File: config.mk
export PLATFORM = sky130hd
export DESIGN_NAME = ts_conv_detect
export DESIGN_NICKNAME = d
export VERILOG_FILES = /design/src/rtl/ts_conv_pkg.sv /design/src/rtl/ts_decoder.sv /design/src/rtl/conv_xform.sv /design/src/rtl/brk_gen.sv /design/src/rtl/ts_conv_detect.sv
export SDC_FILE = /design/constraint.sdc
export NUM_CORES = 1
export LEC_CHECK = 0
export BUFFER_PORTS_ARGS = -buffer_cell sky130_fd_sc_hd__buf_2
export CAP_MARGIN = 40
export CELL_PAD_IN_SITES_DETAIL_PLACEMENT = 1
export CELL_PAD_IN_SITES_GLOBAL_PLACEMENT = 1
export CORE_MARGIN = 2
export CORE_UTILIZATION = 40
export CTS_BUF_LIST = sky130_fd_sc_hd__clkbuf_2 sky130_fd_sc_hd__clkbuf_4 sky130_fd_sc_hd__clkbuf_8
export DETAILED_ROUTE_END_ITERATION = 10
export PLACE_DENSITY_LB_ADDON = 0.3
export REMOVE_ABC_BUFFERS = 1
export SLEW_MARGIN = 20
export SYNTH_ARGS = -nofsm -noshare
export SYNTH_HDL_FRONTEND = slang
export SYNTH_SLANG_ARGS = --single-unit
File: constraint.sdc
create_clock -name clk -period 2.85 [get_ports clk]
set_input_delay 0.57 -clock clk [delete_from_list [all_inputs] [get_ports clk]]
set_output_delay 0.57 -clock clk [all_outputs]
set_load 0.02 [all_outputs]
File: src/rtl/ts_conv_pkg.sv
// Shared types and constants for the convention detector.
// Assumes 8-bit characters; line bit 0 is the first data bit received.
package ts_conv_pkg;

    localparam logic [7:0] TS_RAW_DIRECT  = 8'h3B;
    localparam logic [7:0] TS_RAW_INVERSE = 8'h03;

    typedef enum logic [1:0] {
        SS_IDLE    = 2'd0,
        SS_WAIT_TS = 2'd1,
        SS_SESSION = 2'd2
    } sess_state_t;

    typedef enum logic [1:0] {
        BP_IDLE  = 2'd0,
        BP_DELAY = 2'd1,
        BP_LOW   = 2'd2
    } brk_phase_t;

endpackage

File: src/rtl/ts_decoder.sv
// Classifies a raw initial character and judges its parity for the
// convention it names. Purely combinational.
// Assumes raw bits are in line order.
module ts_decoder
    import ts_conv_pkg::*;
(
    input  logic [7:0] raw,
    input  logic       raw_par,
    output logic       is_direct,
    output logic       is_inverse,
    output logic       par_ok
);

    logic ones_odd;

    // Decode the initial character and evaluate parity.
    always_comb begin
        ones_odd   = ^{raw, raw_par};
        is_direct  = (raw == TS_RAW_DIRECT);
        is_inverse = (raw == TS_RAW_INVERSE);
        // Inverse convention: parity bit is complemented on the line.
        par_ok     = is_inverse ? ones_odd : !ones_odd;
    end

endmodule

File: src/rtl/conv_xform.sv
// Inverse-convention byte transform: reverses bit order and complements.
// When en is low the byte passes unchanged. Combinational.
module conv_xform #(
    parameter int W = 8
) (
    input  logic [W-1:0] din,
    input  logic         en,
    output logic [W-1:0] dout
);

    for (genvar i = 0; i < W; i++) begin : g_bit
        // Select the mirrored complemented bit or the straight bit.
        assign dout[i] = en ? ~din[W-1-i] : din[i];
    end

endmodule

File: src/rtl/brk_gen.sv
// Break timer: after a trigger, waits DELAY_CYC cycles then holds brk
// high for LOW_CYC cycles. Retriggers are ignored while busy.
// Assumes DELAY_CYC >= 1 and LOW_CYC >= 1.
module brk_gen
    import ts_conv_pkg::*;
#(
    parameter int DELAY_CYC = 8,
    parameter int LOW_CYC   = 24
) (
    input  logic clk,
    input  logic rst_n,
    input  logic trigger,
    output logic brk
);

    localparam int MAXC = (DELAY_CYC > LOW_CYC) ? DELAY_CYC : LOW_CYC;
    localparam int CW   = $clog2(MAXC + 1);

    brk_phase_t    phase;
    logic [CW-1:0] cnt;

    // Phase sequencing and down counter.
    always_ff @(posedge clk) begin
        if (!rst_n) begin
            phase <= BP_IDLE;
            cnt   <= '0;
            brk   <= 1'b0;
        end else begin
            case (phase)
                BP_IDLE: if (trigger) begin
                    phase <= BP_DELAY;
                    cnt   <= CW'(DELAY_CYC - 1);
                end
                BP_DELAY: if (cnt == '0) begin
                    phase <= BP_LOW;
                    cnt   <= CW'(LOW_CYC - 1);
                    brk   <= 1'b1;
                end else begin
                    cnt <= cnt - 1'b1;
                end
                BP_LOW: if (cnt == '0) begin
                    phase <= BP_IDLE;
                    brk   <= 1'b0;
                end else begin
                    cnt <= cnt - 1'b1;
                end
                default: phase <= BP_IDLE;
            endcase
        end
    end

    // break only begins from the delay phase
    a_r9_brk_after_delay: assert property (@(posedge clk) disable iff (!rst_n)
        $rose(brk) |-> $past(phase) == BP_DELAY);

    // break output is low whenever the timer is idle
    a_r9_idle_no_brk: assert property (@(posedge clk) disable iff (!rst_n)
        (phase == BP_IDLE) |-> !brk);

endmodule

File: src/rtl/ts_conv_detect.sv
// Answer-to-reset convention detector. Learns direct/inverse convention
// from the initial character after session_start, converts received and
// outgoing bytes, checks initial-character parity and times a break.
// Assumes one character per rx_valid strobe, already framed.
module ts_conv_detect
    import ts_conv_pkg::*;
#(
    parameter int ETU_CYC = 16
) (
    input  logic       clk,
    input  logic       rst_n,
    input  logic       session_start,
    input  logic       rx_valid,
    input  logic [7:0] rx_data,
    input  logic       rx_parity,
    input  logic       tx_valid,
    input  logic [7:0] tx_data,
    input  logic       cfg_conv_off,
    input  logic       cfg_par_off,
    input  logic       cfg_brk_off,
    output logic       rx_out_valid,
    output logic [7:0] rx_out_data,
    output logic       tx_out_valid,
    output logic [7:0] tx_out_data,
    output logic       conv_known,
    output logic       conv_inverse,
    output logic       ts_err,
    output logic       par_err,
    output logic       io_brk
);

    localparam int BRK_DELAY = ETU_CYC / 2;
    localparam int BRK_LEN   = ETU_CYC + ETU_CYC / 2;

    sess_state_t state;
    logic        d_direct, d_inverse, d_par_ok;
    logic        rx_xf_en, tx_xf_en;
    logic [7:0]  rx_xf, tx_xf;
    logic        ts_accept, ts_par_bad, brk_fire;

    ts_decoder u_dec (
        .raw        (rx_data),
        .raw_par    (rx_parity),
        .is_direct  (d_direct),
        .is_inverse (d_inverse),
        .par_ok     (d_par_ok)
    );

    // Pick the convention used to convert the current received byte.
    always_comb begin
        rx_xf_en   = ((state == SS_WAIT_TS) ? d_inverse : conv_inverse) && !cfg_conv_off;
        tx_xf_en   = conv_known && conv_inverse && !cfg_conv_off;
        ts_par_bad = !d_par_ok && !cfg_par_off;
        ts_accept  = (state == SS_WAIT_TS) && rx_valid && !session_start
                     && (d_direct || d_inverse);
        brk_fire   = ts_accept && ts_par_bad && !cfg_brk_off;
    end

    conv_xform #(.W(8)) u_rx_xf (.din(rx_data), .en(rx_xf_en), .dout(rx_xf));
    conv_xform #(.W(8)) u_tx_xf (.din(tx_data), .en(tx_xf_en), .dout(tx_xf));

    // Session state, convention flags, forwarded bytes and error strobes.
    always_ff @(posedge clk) begin
        if (!rst_n) begin
            state        <= SS_IDLE;
            conv_known   <= 1'b0;
            conv_inverse <= 1'b0;
            rx_out_valid <= 1'b0;
            rx_out_data  <= '0;
            ts_err       <= 1'b0;
            par_err      <= 1'b0;
        end else begin
            rx_out_valid <= 1'b0;
            ts_err       <= 1'b0;
            par_err      <= 1'b0;
            if (session_start) begin
                state        <= SS_WAIT_TS;
                conv_known   <= 1'b0;
                conv_inverse <= 1'b0;
            end else if (rx_valid) begin
                case (state)
                    SS_WAIT_TS: begin
                        if (!(d_direct || d_inverse)) begin
                            ts_err <= 1'b1;
                        end else if (ts_par_bad) begin
                            par_err <= 1'b1;
                        end else begin
                            state        <= SS_SESSION;
                            conv_known   <= 1'b1;
                            conv_inverse <= d_inverse;
                            rx_out_valid <= 1'b1;
                            rx_out_data  <= rx_xf;
                        end
                    end
                    SS_SESSION: begin
                        rx_out_valid <= 1'b1;
                        rx_out_data  <= rx_xf;
                    end
                    default: ;
                endcase
            end
        end
    end

    // Outgoing byte path, one register stage.
    always_ff @(posedge clk) begin
        if (!rst_n) begin
            tx_out_valid <= 1'b0;
            tx_out_data  <= '0;
        end else begin
            tx_out_valid <= tx_valid;
            if (tx_valid) tx_out_data <= tx_xf;
        end
    end

    brk_gen #(.DELAY_CYC(BRK_DELAY), .LOW_CYC(BRK_LEN)) u_brk (
        .clk     (clk),
        .rst_n   (rst_n),
        .trigger (brk_fire),
        .brk     (io_brk)
    );

    // a learned convention holds until a new session is armed
    a_r2_conv_stable: assert property (@(posedge clk) disable iff (!rst_n)
        (conv_known && !session_start) |=> (conv_known && $stable(conv_inverse)));

    // error strobes and forwarded bytes are mutually exclusive
    a_r4_strobes_excl: assert property (@(posedge clk) disable iff (!rst_n)
        $onehot0({ts_err, par_err, rx_out_valid}));

    // an invalid initial character never coincides with a learned convention
    a_r4_ts_err_unlearned: assert property (@(posedge clk) disable iff (!rst_n)
        ts_err |-> !conv_known);

    // with conversion off the forwarded byte is the raw byte
    a_r6_passthru: assert property (@(posedge clk) disable iff (!rst_n)
        (rx_out_valid && $past(cfg_conv_off)) |-> rx_out_data == $past(rx_data));

    // a new session clears the convention on the next cycle
    a_r11_clear: assert property (@(posedge clk) disable iff (!rst_n)
        session_start |=> !conv_known && !conv_inverse);

endmodule

==> results of run 1 <==
-- layer usage --
metal  global-route usage  up-vias  part of all wire
li1                     -      962                 -
met1               0.2485      942              0.46
met2               0.3442       35              0.50
met3              0.03429        6             0.033
met4              0.05253        0             0.010
met5                    0        -                 0
-- kinds of logic after synthesis --
family	Yosys count	share of synthesized area
multiplexers	18	0.09295
AND/OR/NAND/NOR	98	0.2583
flip-flops	31	0.3180
AO/OA/AOI/OAI	57	0.2122
buffers and inverters	21	0.04487
XOR/XNOR	7	0.03526
adder cells (fa/ha/maj)	6	0.03846
-- Yosys cell counts, types with 2 or more instances --
cell	number
and3_1	4
nand4_1	4
a31oi_1	2
or4b_1	2
nor4_1	4
o2111a_1	2
mux2i_1	17
o21ai_0	14
clkbuf_1	10
dfxtp_1	31
nand2_1	34
nor2_1	16
or3_1	2
a31o_2	2
o211a_1	5
nor2b_1	8
nand3_1	3
inv_1	9
xnor2_1	6
and2_1	3
nand2b_1	2
o31ai_1	3
o211ai_1	9
a21oi_1	3
or2_2	3
ha_1	6
nor3_1	9
a41o_1	2
o21ai_1	4
-- power groups by stage --
stage | Combinational [W] | Sequential, W | Clock, W
2_1_floorplan | 0.0000956 | 0.000468 | 0
3_3_place_gp | 0.000185 | 0.000457 | 0
3_5_place_dp | 0.000189 | 0.000458 | 0
4_1_cts | 0.000192 | 0.000448 | 0.000469
5_1_grt | 0.000207 | 0.000449 | 0.000488
6_report | 0.000190 | 0.000448 | 0.000461
-- registers in the layout (all words and copies together), names as in the netlist --
| name | cells |
|---|---|
| u_brk.phase | 2 |
| u_brk.brk | 1 |
| par_err | 1 |
| state | 2 |
| u_brk.cnt | 5 |
| rx_out_valid | 1 |
| tx_out_data | 8 |
| rx_out_data | 8 |
| tx_out_valid | 1 |
| conv_inverse | 1 |
| ts_err | 1 |
-- how the worst max path moves through the flow --
| stage | slack, ps | cells after the start | start | endpoint |
|---|---|---|---|---|
| floorplan | 640 | 6 | rx_data[1] | rx_out_data[0]$_SDFFE_PN0P_ |
| global placement | 410 | 7 | rx_data[1] | rx_out_data[2]$_SDFFE_PN0P_ |
| detailed placement | 330 | 7 | rx_data[1] | rx_out_data[2]$_SDFFE_PN0P_ |
| CTS | 410 | 8 | state[1]$_SDFFE_PP0P_ | u_brk.cnt[1]$_SDFFE_PN0P_ |
| global route | 220 | 8 | state[1]$_SDFFE_PP0P_ | u_brk.cnt[1]$_SDFFE_PN0P_ |
| finish | 420 | 8 | state[1]$_SDFFE_PP0P_ | u_brk.cnt[1]$_SDFFE_PN0P_ |
-- area by class of cell --
cell class,count,share of cell area
timing repair buffer,53,0.1178
multi-input combinational,186,0.5226
sequential,31,0.2608
clock inverter,2,0.01472
inverter,9,0.01420
clock buffer,6,0.03470
tap,67,0.03523
-- stage by stage --
stage	hold slack [ps]	utilization	instances
floorplan	446.7	-	226
finish	449.3	0.5038	354
detailed placement	442.0	0.4789	346
CTS	451.4	0.5038	354
global placement	436.7	0.4789	346
global route	478.6	0.5038	354
-- worst max-delay path, delay by kind of cell (launching register included) --
family,cells,cell delay (ps)
AO/OA/AOI/OAI,2,420
adder cells (fa/ha/maj),1,280
buffers and inverters,1,90
flip-flops,1,350
multiplexers,2,320
AND/OR/NAND/NOR,2,840
==> flow_metrics.py, run 1 <==
metrics = {
    "outcome": {
        "status": "finished clean",
    },
    "sta": {
        "maxSlewViolCount": 0,
        "timing.slew.headroom": 0.5868,
        "finalCriticalPeriod_ps": 2425,
        "rsz0062_at_grt": "false",
        "worst_slack_ps": 424.5,
        "finalCritPeriodShare": 0.8510,
        "clock_skew_ps": 5.711,
        "fmax_ghz": 0.4123,
        "tns_ps": 0,
        "hold_violations": 0,
        "setup_violations": 0,
        "worstMarginPinSlew_ps": 611.7,
    },
    "placement": {
        "dpl_cell_area_um2": 2262,
        "routabilityCongestion": 0.8122,
        "dp_slack_ps": 329.9,
        "port_buffers": 47,
        "dp_hpwl_um": 3998,
    },
    "die": {
        "die_h_um": 73.86,
        "rows": 25,
        "core-area_um2": 4723,
        "die_w_um": 73.86,
        "pin_count": 48,
        "initial_core_util": 0.4132,
        "dieArea_um2": 5455,
    },
    "drt": {
        "post_drt_wl_per_cell_um": 14.83,
        "routed_wl_um": 5250,
        "dr.first_iter.drc_count": 67,
        "final_antenna_net_count": 0,
        "remaining_drc_errors": 0,
        "viasPerCell": 5.494,
        "via_count": 1945,
        "first_pass_iters": 4,
    },
    "layout": {
        "area_delta_synth_final_pct": 21.92,
        "mostFrequentLayoutCells": "buf_2 (47), nand2_1 (34), dfxtp_1 (31)",
        "nets": 317,
        "drive_gt1_frac": 0.2544,
        "regArea_um2": 620.6,
        "stdcell_area_um2": 2380,
        "n_antenna_cell": 0,
        "final_common_cell": "buf_2",
        "fillers": 604,
        "multi_input_area_um2": 1244,
    },
    "worst_setup_path": {
        "slowest_delay_ps": 550,
        "cp_slowest_cell": "or4b_1",
        "cpMostUsedCell": "mux2i_1",
        "critical_path_class": "reg -> reg",
        "worstPathArrival_ps": 2590,
        "critPathLaunchType": "register",
        "worstReg2RegEnd": "u_brk.cnt[1]$_SDFFE_PN0P_",
        "worst_setup_path_end_kind": "register",
        "path_cells": "inv_1, ha_1, nor4b_2, o2111ai_1, or4b_1, mux2i_1, a21oi_2, mux2i_1",
        "reg2reg_depth": 8,
        "worstPathMaxFanout": 8,
        "rr_startpoint": "state[1]$_SDFFE_PP0P_",
        "rrSetupSlack_ps": 420,
        "worstPathRequired_ps": 3020,
    },
    "power": {
        "total_power_w": 0.001099,
        "internal_power_w": 0.0008063,
        "ir_drop_v": 0.0002182,
        "p_sw_frac": 0.2665,
        "p_seq_frac": 0.407,
        "comb_power_share": 0.173,
        "clkPwrFrac": 0.420,
        "power.density_nw_per_um2": 461.9,
        "p_sw_w": 0.0002929,
        "power_leakage_nw": 1.064,
    },
    "worst_hold_path": {
        "hold_path.class": "reg -> reg",
        "min_to": "rx_out_data[5]$_SDFFE_PN0P_",
        "holdCritStartpoint": "rx_out_data[5]$_SDFFE_PN0P_",
        "hold_depth": 2,
    },
    "clocking": {
        "root_buffer": "clkbuf_8",
        "cts_hold_buf": 0,
        "cts_resized": 0,
        "clockBufferDepth": 2,
        "post_cts_buffers": 0,
        "clk_latency_ps": 280,
        "cts_buffers": 5,
        "htree_levels": 2,
        "tritoncts": "yes",
        "cts.clk_slew.worst_paths_ps": 70,
        "cts_num_sinks": 31,
    },
    "global_route": {
        "antenna_found_initial": 0,
        "grt_max_degree": 25,
        "overflow": 0,
        "grt_pass1_wl_um": 8431,
        "grt_pass1_vias": 1821,
        "track_usage": 0.1972,
    },
    "synthesis": {
        "synthCells": 238,
        "ys_ff_latch": 31,
        "synth_top_area_cell": "dfxtp_1",
        "netlist.area_leader.share": 0.3179,
        "synth_enable_flop_cells": 0,
        "synth_cell_types": 48,
        "seq_area_frac_synth": 0.3179,
        "ys_warn_count": 0,
        "synth_area_um2": 1952,
        "avgSynthCellArea_um2": 8.201,
        "synthFlopType": "dfxtp_1",
        "async_flop_share": 0,
        "synthTopCellsByArea": "dfxtp_1 (32%), mux2i_1 (8.7%), nand2_1 (6.5%)",
    },
    "job": {
        "cap_violations": 0,
    },
}
Power figures use the tool's default switching activity.
==> run 2: changes to the inputs <==
Settings changed: MAX_ROUTING_LAYER set to met4.
==> run 2 against run 1 <==
  * First-iteration DRC count rose by 9.0%
  * Critical path depth did not move
  * Final cell count did not move
  * Worst setup slack got worse by 6.5 ps
  * Combinational power barely moved
  * Non-clock buffer count did not move
==> flow_metrics.py, run 2 (same netlist as run 1, synthesis figures left out) <==
metrics = {
    "layout": {
        "nets": 317,
        "drive_gt1_frac": 0.2544,
        "mostFrequentLayoutCells": "buf_2 (47), nand2_1 (34), dfxtp_1 (31)",
        "fillers": 604,
        "utilization": 0.5038,
        "area_delta_synth_final_pct": 21.92,
        "stdcell_area_um2": 2380,
        "multi_input_area_um2": 1244,
        "final_common_cell": "buf_2",
        "top_regs": "rx_out_data (8), tx_out_data (8), u_brk.cnt (5)",
        "n_antenna_cell": 0,
        "regArea_um2": 620.6,
    },
    "power": {
        "p_sw_w": 0.0002932,
        "power_leakage_nw": 1.064,
        "p_seq_frac": 0.407,
        "ir_drop_v": 0.0002167,
        "internal_power_w": 0.0008063,
        "clkPwrFrac": 0.419,
        "p_sw_frac": 0.2667,
        "power.density_nw_per_um2": 462.0,
        "comb_power_share": 0.173,
    },
    "sta": {
        "fmax_ghz": 0.4112,
        "clock_skew_ps": 5.366,
        "maxSlewViolCount": 0,
        "hold_ws_ps": 449.3,
        "worstMarginPinSlew_ps": 608.5,
        "setup_violations": 0,
        "rsz0062_at_grt": "false",
        "tns_ps": 0,
        "hold_violations": 0,
        "finalCriticalPeriod_ps": 2432,
        "finalCritPeriodShare": 0.8533,
        "timing.slew.headroom": 0.5890,
    },
    "worst_setup_path": {
        "path_delay_family": "simple AND/OR/NAND/NOR gates",
        "worstReg2RegEnd": "u_brk.cnt[1]$_SDFFE_PN0P_",
        "rrSetupSlack_ps": 420,
        "cpMostUsedCell": "mux2i_1",
        "worstPathMaxFanout": 8,
        "worstPathRequired_ps": 3020,
        "path_cells": "inv_1, ha_1, nor4b_2, o2111ai_1, or4b_1, mux2i_1, a21oi_2, mux2i_1",
        "worstPathArrival_ps": 2600,
        "worst_setup_path_end_kind": "register",
        "rr_startpoint": "state[1]$_SDFFE_PP0P_",
        "critPathLaunchType": "register",
        "path_buf_inv": 1,
        "slowest_delay_ps": 550,
        "cp_slowest_cell": "or4b_1",
        "critical_path_class": "reg -> reg",
        "reg2reg_depth": 8,
    },
    "worst_hold_path": {
        "hold_path.class": "reg -> reg",
        "min_to": "rx_out_data[5]$_SDFFE_PN0P_",
        "hold_depth": 2,
        "holdCritStartpoint": "rx_out_data[5]$_SDFFE_PN0P_",
    },
    "global_route": {
        "track_usage": 0.2029,
        "grt_pass1_wl_um": 8424,
        "antenna_found_initial": 0,
        "overflow": 0,
        "grt_pass1_vias": 1819,
        "grt_max_degree": 25,
    },
    "clocking": {
        "tritoncts": "yes",
        "cts_hold_buf": 0,
        "root_buffer": "clkbuf_8",
        "cts_buffers": 5,
        "htree_levels": 2,
        "cts_num_sinks": 31,
        "cts_resized": 0,
        "post_cts_buffers": 0,
        "clockBufferDepth": 2,
        "clk_latency_ps": 280,
        "cts.clk_slew.worst_paths_ps": 70,
    },
    "drt": {
        "via_count": 1954,
        "first_pass_iters": 4,
        "post_drt_wl_per_cell_um": 14.84,
        "final_antenna_net_count": 0,
        "dr.first_iter.drc_count": 73,
        "remaining_drc_errors": 0,
        "routed_wl_um": 5254,
        "viasPerCell": 5.520,
    },
    "die": {
        "pin_count": 48,
        "rows": 25,
        "die_w_um": 73.86,
        "die_h_um": 73.86,
        "dieArea_um2": 5455,
        "initial_core_util": 0.4132,
        "core-area_um2": 4723,
    },
    "placement": {
        "dpl_cell_area_um2": 2262,
        "dp_hpwl_um": 3998,
        "port_buffers": 47,
        "routabilityCongestion": 0.8241,
    },
    "job": {
        "cap_violations": 0,
    },
    "outcome": {
        "status": "finished clean",
    },
}
run 2: cell type report:
| type | instances | share of cell area |
|---|---|---|
| Multi-Input combinational cell | 186 | 0.5226 |
| Sequential cell | 31 | 0.2608 |
| Timing Repair Buffer | 53 | 0.1178 |
| Tap cell | 67 | 0.03523 |
| Clock buffer | 6 | 0.03470 |
| Clock inverter | 2 | 0.01472 |
| Inverter | 9 | 0.01420 |
run 2: through the flow:
stage	instances	worst slack (ps)	total power (W)
after global routing	354	214.0	0.001143
after global placement	346	407.5	0.0006417
final	354	418.0	0.001099
after CTS	354	412.5	0.001109
after floorplan	226	638.5	0.0005634
after detailed placement	346	329.9	0.0006472
run 2: worst max-delay path by stage:
stage / start / endpoint / depth (start not counted)
2_1_floorplan: rx_data[1] / rx_out_data[0]$_SDFFE_PN0P_ / 6
3_3_place_gp: rx_data[1] / rx_out_data[2]$_SDFFE_PN0P_ / 7
3_5_place_dp: rx_data[1] / rx_out_data[2]$_SDFFE_PN0P_ / 7
4_1_cts: state[1]$_SDFFE_PP0P_ / u_brk.cnt[1]$_SDFFE_PN0P_ / 8
5_1_grt: state[1]$_SDFFE_PP0P_ / u_brk.cnt[1]$_SDFFE_PN0P_ / 8
6_report: state[1]$_SDFFE_PP0P_ / u_brk.cnt[1]$_SDFFE_PN0P_ / 8
run 2: tightest hold or removal path: stages (launching register included):
cell	delay [ps]
dfxtp_1	310
nand2_1	50
o21ai_1	50
run 2: power by group through the flow:
stage / Clock [W] / Combinational (W) / Sequential (W)
final: 0.000461 / 0.000191 / 0.000448
after global routing: 0.000487 / 0.000207 / 0.000449
after CTS: 0.000469 / 0.000192 / 0.000448
after detailed placement: 0 / 0.000189 / 0.000458
after global placement: 0 / 0.000185 / 0.000457
after floorplan: 0 / 0.0000956 / 0.000468
run 2: metal layers:
layer  routed length [um]  track usage
met1                 2409       0.2494
met2                 2640       0.3433
met3                  153      0.03429
met4                   51      0.05253
met5                    0            -
==> run 3: changes to the inputs <==
Settings changed: BUFFER_PORTS_ARGS -buffer_cell sky130_fd_sc_hd__buf_2 to -buffer_cell sky130_fd_sc_hd__buf_4.
==> run 3 against run 2 <==
  * Cell area grew 4.6%
  * Register-to-register slack gained 40 ps
  * Total power rose by 0.90%
  * Highest routed layer unchanged
  * Worst hold slack worse by 1.0 ps
  * Wire length down 2.9%
  * Global-route usage up 0.49 points
  * First-iteration DRC count shrank 18%
==> flow_metrics.py, run 3 (same netlist as run 1, synthesis figures left out) <==
metrics = {
    "clocking": {
        "post_cts_buffers": 0,
        "cts_hold_buf": 0,
        "cts.clk_slew.worst_paths_ps": 70,
        "root_buffer": "clkbuf_8",
        "clockBufferDepth": 2,
        "cts_resized": 0,
        "cts_num_sinks": 31,
        "cts_buffers": 5,
        "clk_latency_ps": 290,
        "tritoncts": "yes",
        "htree_levels": 2,
    },
    "power": {
        "ir_drop_v": 0.0002333,
        "power.density_nw_per_um2": 445.5,
        "power_leakage_nw": 1.079,
    },
    "layout": {
        "n_antenna_cell": 0,
        "stdcell_area_um2": 2490,
        "drive_gt1_frac": 0.2517,
        "mostFrequentLayoutCells": "buf_4 (52), nand2_1 (34), dfxtp_1 (31)",
        "nets": 316,
        "final_common_cell": "buf_4",
        "top_regs": "rx_out_data (8), tx_out_data (8), u_brk.cnt (5)",
        "fillers": 603,
        "utilization": 0.5272,
        "area_delta_synth_final_pct": 27.56,
    },
    "worst_setup_path": {
        "critical_path_class": "reg -> reg",
        "reg2reg_depth": 8,
        "worstPathRequired_ps": 3030,
        "endpoint": "u_brk.cnt[0]$_SDFFE_PN0P_",
        "worstPathMaxFanout": 8,
        "rr_startpoint": "state[1]$_SDFFE_PP0P_",
        "critPathLaunchType": "register",
        "crit_start": "state[1]$_SDFFE_PP0P_",
        "rrSetupSlack_ps": 460,
        "worst_setup_path_end_kind": "register",
        "worstReg2RegEnd": "u_brk.cnt[0]$_SDFFE_PN0P_",
        "worstPathArrival_ps": 2570,
    },
    "placement": {
        "routabilityCongestion": 0.8012,
        "dp_hpwl_um": 3884,
        "dpl_cell_area_um2": 2372,
        "port_buffers": 47,
        "dp_slack_ps": 375.7,
    },
    "die": {
        "rows": 25,
        "pin_count": 48,
        "core-area_um2": 4723,
        "initial_core_util": 0.4132,
        "die_h_um": 73.86,
        "die_w_um": 73.86,
        "dieArea_um2": 5455,
    },
    "global_route": {
        "grt_pass1_vias": 1825,
        "antenna_found_initial": 0,
        "grt_pass1_wl_um": 8480,
        "grt_max_degree": 46,
        "overflow": 0,
        "track_usage": 0.2077,
    },
    "drt": {
        "via_count": 1914,
        "viasPerCell": 5.422,
        "final_antenna_net_count": 0,
        "post_drt_wl_per_cell_um": 14.46,
        "remaining_drc_errors": 0,
        "routed_wl_um": 5104,
        "dr.first_iter.drc_count": 60,
        "first_pass_iters": 4,
    },
    "sta": {
        "setup_violations": 0,
        "maxSlewViolCount": 0,
        "tns_ps": 0,
        "worstMarginPinSlew_ps": 584.4,
        "timing.slew.headroom": 0.6100,
        "fmax_ghz": 0.4186,
        "finalCriticalPeriod_ps": 2389,
        "finalCritPeriodShare": 0.8383,
        "hold_violations": 0,
        "clock_skew_ps": 3.299,
        "worst_slack_ps": 460.8,
        "rsz0062_at_grt": "false",
    },
    "outcome": {
        "status": "finished clean",
    },
    "job": {
        "cap_violations": 0,
    },
    "worst_hold_path": {
        "hold_path.class": "reg -> reg",
    },
}
## run 3: changes by cell type in the layout (fill, tap and decap cells not counted)
cell	change
buf_4	+46
buf_2	-47
## run 3: how the worst min path moves through the flow
stage	startpoint	to	slack [ps]	depth (start not counted)
final	rx_out_data[5]$_SDFFE_PN0P_	rx_out_data[5]$_SDFFE_PN0P_	450	2
after global routing	rx_out_data[0]$_SDFFE_PN0P_	rx_out_data[0]$_SDFFE_PN0P_	490	2
after CTS	rx_out_data[5]$_SDFFE_PN0P_	rx_out_data[5]$_SDFFE_PN0P_	450	2
after detailed placement	rx_out_data[5]$_SDFFE_PN0P_	rx_out_data[5]$_SDFFE_PN0P_	440	2
after global placement	rx_out_data[5]$_SDFFE_PN0P_	rx_out_data[5]$_SDFFE_PN0P_	440	2
after floorplan	u_brk.cnt[0]$_SDFFE_PN0P_	u_brk.cnt[0]$_SDFFE_PN0P_	450	2
## run 3: critical path: stages (launching register included)
cell and delay [ps]:
dfxtp_1 340, inv_1 100, ha_1 270, nor4b_2 270
o2111ai_1 340, or4b_1 550, mux2i_1 190, a21oi_2 80
mux2i_1 140
## run 3: layer usage
| layer | vias up | global-route usage | part of all wire |
|---|---|---|---|
| met3 | 5 | 0.05350 | 0.034 |
| li1 | 953 | - | - |
| met5 | - | - | 0 |
| met2 | 37 | 0.3343 | 0.48 |
| met4 | 0 | 0.06667 | 0.013 |
| met1 | 919 | 0.2536 | 0.47 |
## run 3: power breakdown
part           leakage (nW)  internal [W]  switching (W)
registers             0.252      0.000443     0.00000502
logic                 0.766     0.0000937       0.000107
clock network        0.0612      0.000283       0.000177
total                  1.08      0.000819       0.000290
## run 3: cell type report
cell class                 count  area [um^2]  area share
inverter                       9        33.78     0.01357
multi-input combinational    186         1244      0.4995
clock buffer                   6        82.58     0.03317
sequential                    31        620.6      0.2492
clock inverter                 2        35.03     0.01407
timing repair buffer          52        390.4      0.1568
tap                           67        83.83     0.03367
## run 3: per-stage QoR
stage,power [W],cells,hold slack (ps)
2_1_floorplan,0.0005634,226,446.7
3_3_place_gp,0.0006555,345,438.0
3_5_place_dp,0.0006584,345,443.7
4_1_cts,0.001120,353,452.9
5_1_grt,0.001155,353,492.1
6_report,0.001109,353,448.3
